`src/rtl/burst_seq_pkg.sv`:
```
package burst_seq_pkg;

  typedef enum logic [2:0] {
    S_IDLE  = 3'd0,
    S_FETCH = 3'd1,
    S_PAUSE = 3'd2,
    S_TONE  = 3'd3,
    S_DONE  = 3'd4
  } seq_state_t;

  typedef enum logic [1:0] {
    CL_KEY    = 2'd0,
    CL_SILENT = 2'd1,
    CL_END    = 2'd2
  } code_class_t;

endpackage

```
`src/rtl/bs_classify.sv`:
```
module bs_classify
  import burst_seq_pkg::*;
#(
  parameter int CODE_W   = 4,
  parameter int NUM_KEYS = 12,
  parameter int END_CODE = 15
) (
  input  logic [CODE_W-1:0] code_i,
  output code_class_t       class_o
);

  localparam logic [CODE_W-1:0] KEY_LIMIT = CODE_W'(NUM_KEYS);
  localparam logic [CODE_W-1:0] END_VAL   = CODE_W'(END_CODE);

  // the end marker has priority; everything that is neither a key nor the
  // marker is treated as a silent slot
  always_comb begin
    if (code_i == END_VAL)       class_o = CL_END;
    else if (code_i < KEY_LIMIT) class_o = CL_KEY;
    else                         class_o = CL_SILENT;
  end

endmodule

```
`src/rtl/bs_interval.sv`:
```
module bs_interval #(
  parameter int CNT_W = 9
) (
  input  logic             clk,
  input  logic             rst,
  input  logic             load_i,
  input  logic [CNT_W-1:0] load_val_i,
  input  logic             tick_i,
  output logic             expire_o,
  output logic [CNT_W-1:0] count_o
);

  logic [CNT_W-1:0] cnt_q;

  always_ff @(posedge clk) begin
    if (rst)                            cnt_q <= '0;
    else if (load_i)                    cnt_q <= load_val_i;
    else if (tick_i && cnt_q != '0)     cnt_q <= cnt_q - 1'b1;
  end

  // the tick that takes the count from one to zero closes the interval
  assign expire_o = tick_i && (cnt_q == CNT_W'(1));
  assign count_o  = cnt_q;

endmodule

```
`src/rtl/bs_addr.sv`:
```
module bs_addr #(
  parameter int ADDR_W = 8
) (
  input  logic              clk,
  input  logic              rst,
  input  logic              clr_i,
  input  logic              adv_i,
  output logic [ADDR_W-1:0] addr_o
);

  always_ff @(posedge clk) begin
    if (rst || clr_i) addr_o <= '0;
    else if (adv_i)   addr_o <= addr_o + 1'b1;  // natural wrap at 2**ADDR_W
  end

endmodule

```
`src/rtl/burst_seq.sv`:
```
module burst_seq
  import burst_seq_pkg::*;
#(
  parameter int ADDR_W      = 8,
  parameter int CODE_W      = 4,
  parameter int NUM_KEYS    = 12,
  parameter int END_CODE    = 15,
  parameter int PAUSE_TICKS = 400,
  parameter int TONE_TICKS  = 400
) (
  input  logic              clk,
  input  logic              rst,
  input  logic              start_i,
  input  logic              tick_i,
  output logic              mem_rd_o,
  output logic [ADDR_W-1:0] mem_addr_o,
  input  logic [CODE_W-1:0] mem_data_i,
  output logic [CODE_W-1:0] key_o,
  output logic              tone_en_o,
  output logic              done_o
);

  localparam int MAX_TICKS = (PAUSE_TICKS > TONE_TICKS) ? PAUSE_TICKS : TONE_TICKS;
  localparam int CNT_W     = $clog2(MAX_TICKS + 1);
  localparam logic [CNT_W-1:0] PAUSE_LD = CNT_W'(PAUSE_TICKS);
  localparam logic [CNT_W-1:0] TONE_LD  = CNT_W'(TONE_TICKS);

  seq_state_t       state;
  logic             fetch_ph;     // 0: request issued, 1: data valid
  logic             slot_is_key;
  code_class_t      code_class;
  logic             expire;
  logic [CNT_W-1:0] cnt;
  logic             cnt_load;
  logic [CNT_W-1:0] cnt_val;
  logic             addr_clr;
  logic             addr_adv;
  logic             can_start;
  logic             decode_now;

  assign can_start  = (state == S_IDLE) || (state == S_DONE);
  assign decode_now = (state == S_FETCH) && fetch_ph;

  bs_classify #(
    .CODE_W  (CODE_W),
    .NUM_KEYS(NUM_KEYS),
    .END_CODE(END_CODE)
  ) u_classify (
    .code_i (mem_data_i),
    .class_o(code_class)
  );

  // a single down-counter is shared by the pause and the tone interval
  always_comb begin
    cnt_load = 1'b0;
    cnt_val  = PAUSE_LD;
    if (decode_now && code_class != CL_END) begin
      cnt_load = 1'b1;
      cnt_val  = PAUSE_LD;
    end else if (state == S_PAUSE && expire) begin
      cnt_load = 1'b1;
      cnt_val  = TONE_LD;
    end
  end

  bs_interval #(
    .CNT_W(CNT_W)
  ) u_interval (
    .clk       (clk),
    .rst       (rst),
    .load_i    (cnt_load),
    .load_val_i(cnt_val),
    .tick_i    (tick_i),
    .expire_o  (expire),
    .count_o   (cnt)
  );

  assign addr_clr = can_start && start_i;
  assign addr_adv = (state == S_TONE) && expire;

  bs_addr #(
    .ADDR_W(ADDR_W)
  ) u_addr (
    .clk   (clk),
    .rst   (rst),
    .clr_i (addr_clr),
    .adv_i (addr_adv),
    .addr_o(mem_addr_o)
  );

  always_ff @(posedge clk) begin
    if (rst) begin
      state       <= S_IDLE;
      fetch_ph    <= 1'b0;
      slot_is_key <= 1'b0;
      mem_rd_o    <= 1'b0;
      key_o       <= '0;
      tone_en_o   <= 1'b0;
      done_o      <= 1'b0;
    end else begin
      unique case (state)
        S_IDLE, S_DONE: begin
          if (start_i) begin
            state    <= S_FETCH;
            fetch_ph <= 1'b0;
            mem_rd_o <= 1'b1;
            done_o   <= 1'b0;
          end
        end
        S_FETCH: begin
          if (!fetch_ph) begin
            mem_rd_o <= 1'b0;
            fetch_ph <= 1'b1;
          end else begin
            fetch_ph <= 1'b0;
            if (code_class == CL_END) begin
              state  <= S_DONE;
              done_o <= 1'b1;
            end else begin
              state       <= S_PAUSE;
              slot_is_key <= (code_class == CL_KEY);
              if (code_class == CL_KEY) key_o <= mem_data_i;
            end
          end
        end
        S_PAUSE: begin
          if (expire) begin
            state     <= S_TONE;
            tone_en_o <= slot_is_key;
          end
        end
        S_TONE: begin
          if (expire) begin
            state     <= S_FETCH;
            fetch_ph  <= 1'b0;
            mem_rd_o  <= 1'b1;
            tone_en_o <= 1'b0;
          end
        end
        default: state <= S_IDLE;
      endcase
    end
  end

endmodule

```
`config.mk`:
```
export PLATFORM = sky130hd
export DESIGN_NAME = burst_seq
export DESIGN_NICKNAME = d
export VERILOG_FILES = /design/src/rtl/burst_seq_pkg.sv /design/src/rtl/bs_classify.sv /design/src/rtl/bs_interval.sv /design/src/rtl/bs_addr.sv /design/src/rtl/burst_seq.sv
export SDC_FILE = /design/constraint.sdc
export NUM_CORES = 1
export LEC_CHECK = 0
export ABC_AREA = 1
export CAP_MARGIN = 20
export CELL_PAD_IN_SITES_DETAIL_PLACEMENT = 0
export CELL_PAD_IN_SITES_GLOBAL_PLACEMENT = 2
export CORE_MARGIN = 5
export CORE_UTILIZATION = 33
export DETAILED_ROUTE_END_ITERATION = 7
export PLACE_DENSITY_LB_ADDON = 0.25
export SLEW_MARGIN = 20
export SYNTH_ARGS = -nofsm -noshare
export SYNTH_HDL_FRONTEND = slang
export SYNTH_SLANG_ARGS = --single-unit
```
`constraint.sdc`:
```
create_clock -name clk -period 4.05 [get_ports clk]
set_clock_uncertainty 0.05 [all_clocks]
set_input_delay 0.6075 -clock clk [delete_from_list [all_inputs] [get_ports clk]]
set_output_delay 0.6075 -clock clk [all_outputs]
set_load 0.02 [all_outputs]
```
Word level (Yosys, flattened, before mapping)
Index checks and enable logic that the tools add are counted.
{"block": "op_classes", "eq_ne": 14, "magnitude_cmp": 1, "n_mux": 25, "bitwise_logic": 1, "n_addsub": 2, "n_reduce_logical": 25}
{"operator": "$mux 9", "count": 2}
{"operator": "$reduce_and 4->1", "count": 4}
{"operator": "$mux 3", "count": 5}
{"operator": "$mux 1", "count": 12}
{"operator": "$ne 2x2->1 const B", "count": 6}
{"operator": "$pmux 3 s4", "count": 1}
{"operator": "$eq 9x1->1 const B", "count": 1}
{"operator": "$reduce_and 3->1", "count": 3}
{"operator": "$reduce_bool 9->1", "count": 1}
{"operator": "$sub 9x1->9 const B", "count": 1}
{"operator": "$add 8x1->8 const B", "count": 1}
{"operator": "$logic_and 1x1->1", "count": 7}
{"operator": "$eq 3x2->1 const B", "count": 2}
{"operator": "$pmux 1 s3", "count": 2}
{"operator": "$reduce_bool 2->1", "count": 3}
{"operator": "$eq 4x4->1 const B", "count": 1}
{"operator": "$lt 4x4->1 const B", "count": 1}
{"operator": "$pmux 1 s2", "count": 2}
{"operator": "$reduce_or 2->1", "count": 2}
{"operator": "$eq 3x1->1 const B", "count": 1}
{"operator": "$eq 3x3->1 const B", "count": 1}
{"operator": "$logic_not 3->1", "count": 1}
{"operator": "$reduce_bool 3->1", "count": 1}
{"operator": "$eq 2x2->1 const B", "count": 1}
{"operator": "other kinds (5)", "count": 6}
{"block": "word_totals", "out_inout_bits": 15, "input_bits": 8, "ff_bits": 29}

Longest topological paths before layout
{"block": "depth", "word_depth": 7, "ltp_mapped": 11, "depth_no_buf": 11}

Modules after synthesis
Synthesis repeated with hierarchy kept, for this count alone.
{"block": "unflattened", "cells_unflattened": 272, "hier_area_um2": 1697.9}
{"mod": "bs_interval", "area_each_um2": 678.2, "n_inst": 1, "cells_per_inst": 115, "seq_area_each_um2": 180.2}
{"mod": "burst_seq", "area_each_um2": 613.1, "n_inst": 1, "cells_per_inst": 102, "seq_area_each_um2": 240.2}
{"mod": "bs_addr", "area_each_um2": 377.9, "n_inst": 1, "cells_per_inst": 50, "seq_area_each_um2": 160.2}
{"mod": "bs_classify", "area_each_um2": 28.8, "n_inst": 1, "cells_per_inst": 5, "seq_area_each_um2": 0.0}

Worst setup path before layout
Ideal clock, no wire load.
{"block": "synth_path", "kind": "in2reg", "startpoint": "input tick_i", "endpoint": "register u_interval.cnt_q[2], in the netlist u_interval.count_o[2]", "stages": 8, "t_arrival_ps": 1319, "setup_slack_ps": 2559, "setup_ps": 122, "required_ps": 3878, "cell_sequence": "buf_6 > nand2_1 > clkinv_1 > nand2_1 > o21bai_4 > nand3_4 > nand2_4 > a21oi_1"}
{"block": "synth_between", "elab_chain_len": 5}
{"element": "from (decl)", "line_no": "burst_seq.sv:14", "rtl": "input logic tick_i,"}
{"element": "$logic_and 1x1->1", "line_no": "bs_interval.sv:22", "rtl": "assign expire_o = tick_i && (cnt_q == CNT_W'(1));"}
{"element": "$logic_and 1x1->1", "line_no": "burst_seq.sv:60", "rtl": "end else if (state == S_PAUSE && expire) begin"}
{"element": "$mux 1", "line_no": "burst_seq.sv:60"}
{"element": "$mux 1", "line_no": "burst_seq.sv:57", "rtl": "if (decode_now && code_class != CL_END) begin"}
{"element": "$reduce_or 2->1 (no line)"}
{"element": "to (signal assigned)", "line_no": "bs_interval.sv:17", "rtl": "else if (load_i) cnt_q <= load_val_i;"}
{"element": "to (signal assigned)", "line_no": "bs_interval.sv:18", "rtl": "else if (tick_i && cnt_q != '0) cnt_q <= cnt_q - 1'b1;"}
{"element": "to (decl)", "line_no": "bs_interval.sv:13", "rtl": "logic [CNT_W-1:0] cnt_q;"}
Parallel ways exist; a longest one is shown, timed or not.
A chain may end at the register's enable or synchronous reset.

Worst setup path in the final report
{"block": "layout_path", "startpoint": "register u_addr.addr_o[3]", "endpoint": "output mem_addr_o[3]"}
{"element": "from (decl)", "line_no": "bs_addr.sv:8", "rtl": "output logic [ADDR_W-1:0] addr_o"}
{"element": "from (signal assigned)", "line_no": "bs_addr.sv:13", "rtl": "else if (adv_i) addr_o <= addr_o + 1'b1;"}
{"element": "to (decl)", "line_no": "burst_seq.sv:16", "rtl": "output logic [ADDR_W-1:0] mem_addr_o,"}
No word-level cell between the ends.

==> results_dict.tcl <==
set metrics [dict create \
    rsz0062_at_grt "false" \
    clock_path_buffers 2 \
    fill_cells 509 \
    synth_compound_area_share_pct 12.23 \
    cts.htree.levels 2 \
    grt_overflow 0 \
    synth_xor_area_share_pct 4.281 \
    final_common_cell "nand2_1" \
    via_count 1434 \
    yosys_warnings 0 \
    worstPathArrival_ps 1340 \
    cts_made_buffers 5 \
    pwr_density_cell_mw_per_mm2 689.1 \
    cts_setup_buffers 0 \
    critical-path-top-delay-family "buffers and inverters" \
    antenna_left 0 \
    maxSlewHeadroom_pct 69.14 \
    status "complete, no violations" \
    post_drt_wl_per_cell_um 11.35 \
    cts-root-buf "clkbuf_8" \
    die_w_um 80.42 \
    ys.flop_type "dfxtp_1" \
    dr.pass1.iters 4 \
    syn_to_final_growth_pct 22.86 \
    worst_slew_pin_slew_ps 461.5 \
    port_buffers 22 \
    tns_ps 0 \
    seq_area_um2 580.6 \
    synth_cells 226 \
    p_seq_share_pct 30.2 \
    routed_via_density 4.481 \
    ys_seq_area_share_pct 35.47 \
    grt_pass1_wl_um 6334 \
    critPathLaunchType "flop" \
    crit_slowest_cell "clkdlybuf4s50_1" \
    peakVddDrop_mv 0.2252 \
    p_int_uw 747.1 \
    maxSlewViolCount 0 \
    hold-worst-slack_ps 396.3 \
    cts_tree "done" \
    synth.avg_cell_area_um2 7.241 \
    power.switching_uw 638.5 \
    multiInputGateArea_um2 912.1 \
    die_area_mm2 0.006467 \
    routed_wl_um 3632 \
    swShare_pct 46.08 \
    drv_cap 0 \
    power.total_mw 1.386 \
    grt_use_total_pct 12.73 \
    syn-cell-area_mm2 0.001637 \
    setup_violations 0 \
    final_cell_mix "nand2_1 (59), dfxtp_1 (29), inv_1 (26)" \
    path_cells "clkdlybuf4s50_1" \
    final.setup.worst_slack_ps 2051 \
    cp.required_ps 3390 \
    syn-num-nets 237 \
    critPathKind "reg2out" \
    async_reset_ff_share_pct 0 \
    end_kind "primary output" \
    synthSimpleGateAreaFrac_pct 36.93 \
    hold_buffers 0 \
    nets 264 \
    die_h_um 80.42 \
    crit_fanout 5 \
    antenna_found_initial 0 \
    initial_core_util_pct 34.42 \
    pwr-share-clk_pct 17.4 \
    dpl_worst_slack_ps 1784 \
    clkSlewWorstSetupHoldPaths_ps 70 \
    period_share_pct 49.35 \
    critPathMaxStageDelay_ps 640 \
    path_buf_inv 1 \
    drive_gt1_share_pct 13.83 \
    clk_latency_ps 280 \
    fmax_ghz 0.5003 \
    min_period_ps 1999 \
    cts_resized 0 \
    rows 25 \
    core_area_mm2 0.004755 \
    grt_max_degree 12 \
    synth_mux_area_share_pct 0 \
    synth_top_family_by_area "simple AND/OR/NAND/NOR gates" \
    synth_seq_cells 29 \
    p_leak_nw 0.8401 \
    clock_sinks 29 \
    n_antenna_cell 0 \
    hold_violations 0 \
    ys_types 30 \
    synth_fa_ha_area_share_pct 2.294 \
    power_frac_comb_pct 52.4 \
    grt_pass1_vias 1381 \
    synth_edf_count 0 \
    globalplace.congestion 0.7686 \
    drc 0 \
    hold_path_class "reg2reg" \
    num_io_pins 23 \
    post-dp-hpwl_um 2725 \
    drt_iter0_markers 92 \
]
-- tightest hold or removal path: cells and delay by family (launching register included) --
kind                   cells  cell delay [ps]
AOI/OAI and AO/OA          1               50
buffers and inverters      1               50
DFF                        1              310
-- layout make-up --
class,count,share of cell area (%)
timing repair buffer,22,10.95
clock buffer,7,4.294
inverter,34,6.347
tap,67,4.169
multi-input combinational,161,45.36
sequential,29,28.87
-- sequential cells by signal, indices dropped and copies added (netlist names) --
signal and cells:
done_o 1, fetch_ph 1, key_o 4, mem_rd_o 1, slot_is_key 1, state 3
tone_en_o 1, u_addr.addr_o 8, u_interval.count_o 9
-- cells by family after synthesis --
logic type / after synthesis
AO/OA/AOI/OAI: 36
adder cells (fa/ha/maj): 3
XOR/XNOR: 8
flip-flops: 29
AND/OR/NAND/NOR: 114
buffers and inverters: 36
-- cells in the mapped netlist, types with 2 or more instances --
master | count | share of area, %
inv_1 | 26 | 6.0
xnor2_1 | 3 | 1.6
nand3_1 | 14 | 4.3
nor2_4 | 3 | 2.1
nor3_1 | 2 | 0.61
xor2_1 | 5 | 2.7
nor2_2 | 4 | 1.5
o21ai_0 | 8 | 2.4
a21oi_1 | 25 | 7.6
nand2_1 | 59 | 14
nand2_4 | 4 | 2.8
dfxtp_1 | 29 | 35
ha_1 | 3 | 2.3
inv_2 | 7 | 1.6
nand3_2 | 3 | 1.8
nor2_1 | 15 | 3.4
nand4_1 | 3 | 1.1
-- path summary, 6_finish.rpt --
path / from / endpoint / slack [ps] / depth (start not counted)
setup / recovery: u_addr.addr_o[3]$_SDFFE_PP0P_ / mem_addr_o[3] / 2050 / 1
hold / removal: key_o[0]$_SDFFE_PP0P_ / key_o[0]$_SDFFE_PP0P_ / 400 / 2
setup reg to reg: u_interval.count_o[0]$_SDFFE_PP0P_ / u_interval.count_o[5]$_SDFFE_PP0P_ / 2530 / 10
hold reg to reg: key_o[0]$_SDFFE_PP0P_ / key_o[0]$_SDFFE_PP0P_ / 400 / 2
-- metrics by stage --
| stage | cells | utilization (%) | cell area [um2] |
|---|---|---|---|
| CTS | 320 | 42.29 | 2011 |
| global placement | 313 | 40.47 | 1924 |
| global route | 320 | 42.29 | 2011 |
| finish | 320 | 42.29 | 2011 |
| detailed placement | 313 | 40.47 | 1924 |
| floorplan | 226 | - | 1637 |
-- power by group through the flow --
stage / Combinational, mW / Sequential (mW) / Clock, mW
CTS: 0.732 / 0.419 / 0.253
floorplan: 0.570 / 0.428 / 0
finish: 0.726 / 0.419 / 0.241
detailed placement: 0.728 / 0.425 / 0
global route: 0.820 / 0.431 / 0.266
global placement: 0.737 / 0.428 / 0
-- layer usage --
metal / GRT usage [%] / share of wire, % / up-vias
met5: 0 / 0 / -
met4: 5.068 / 1.7 / 0
met3: 3.700 / 3.9 / 7
met2: 18.79 / 44 / 21
met1: 17.26 / 51 / 638
li1: - / - / 768
Power figures use the tool's default switching activity.
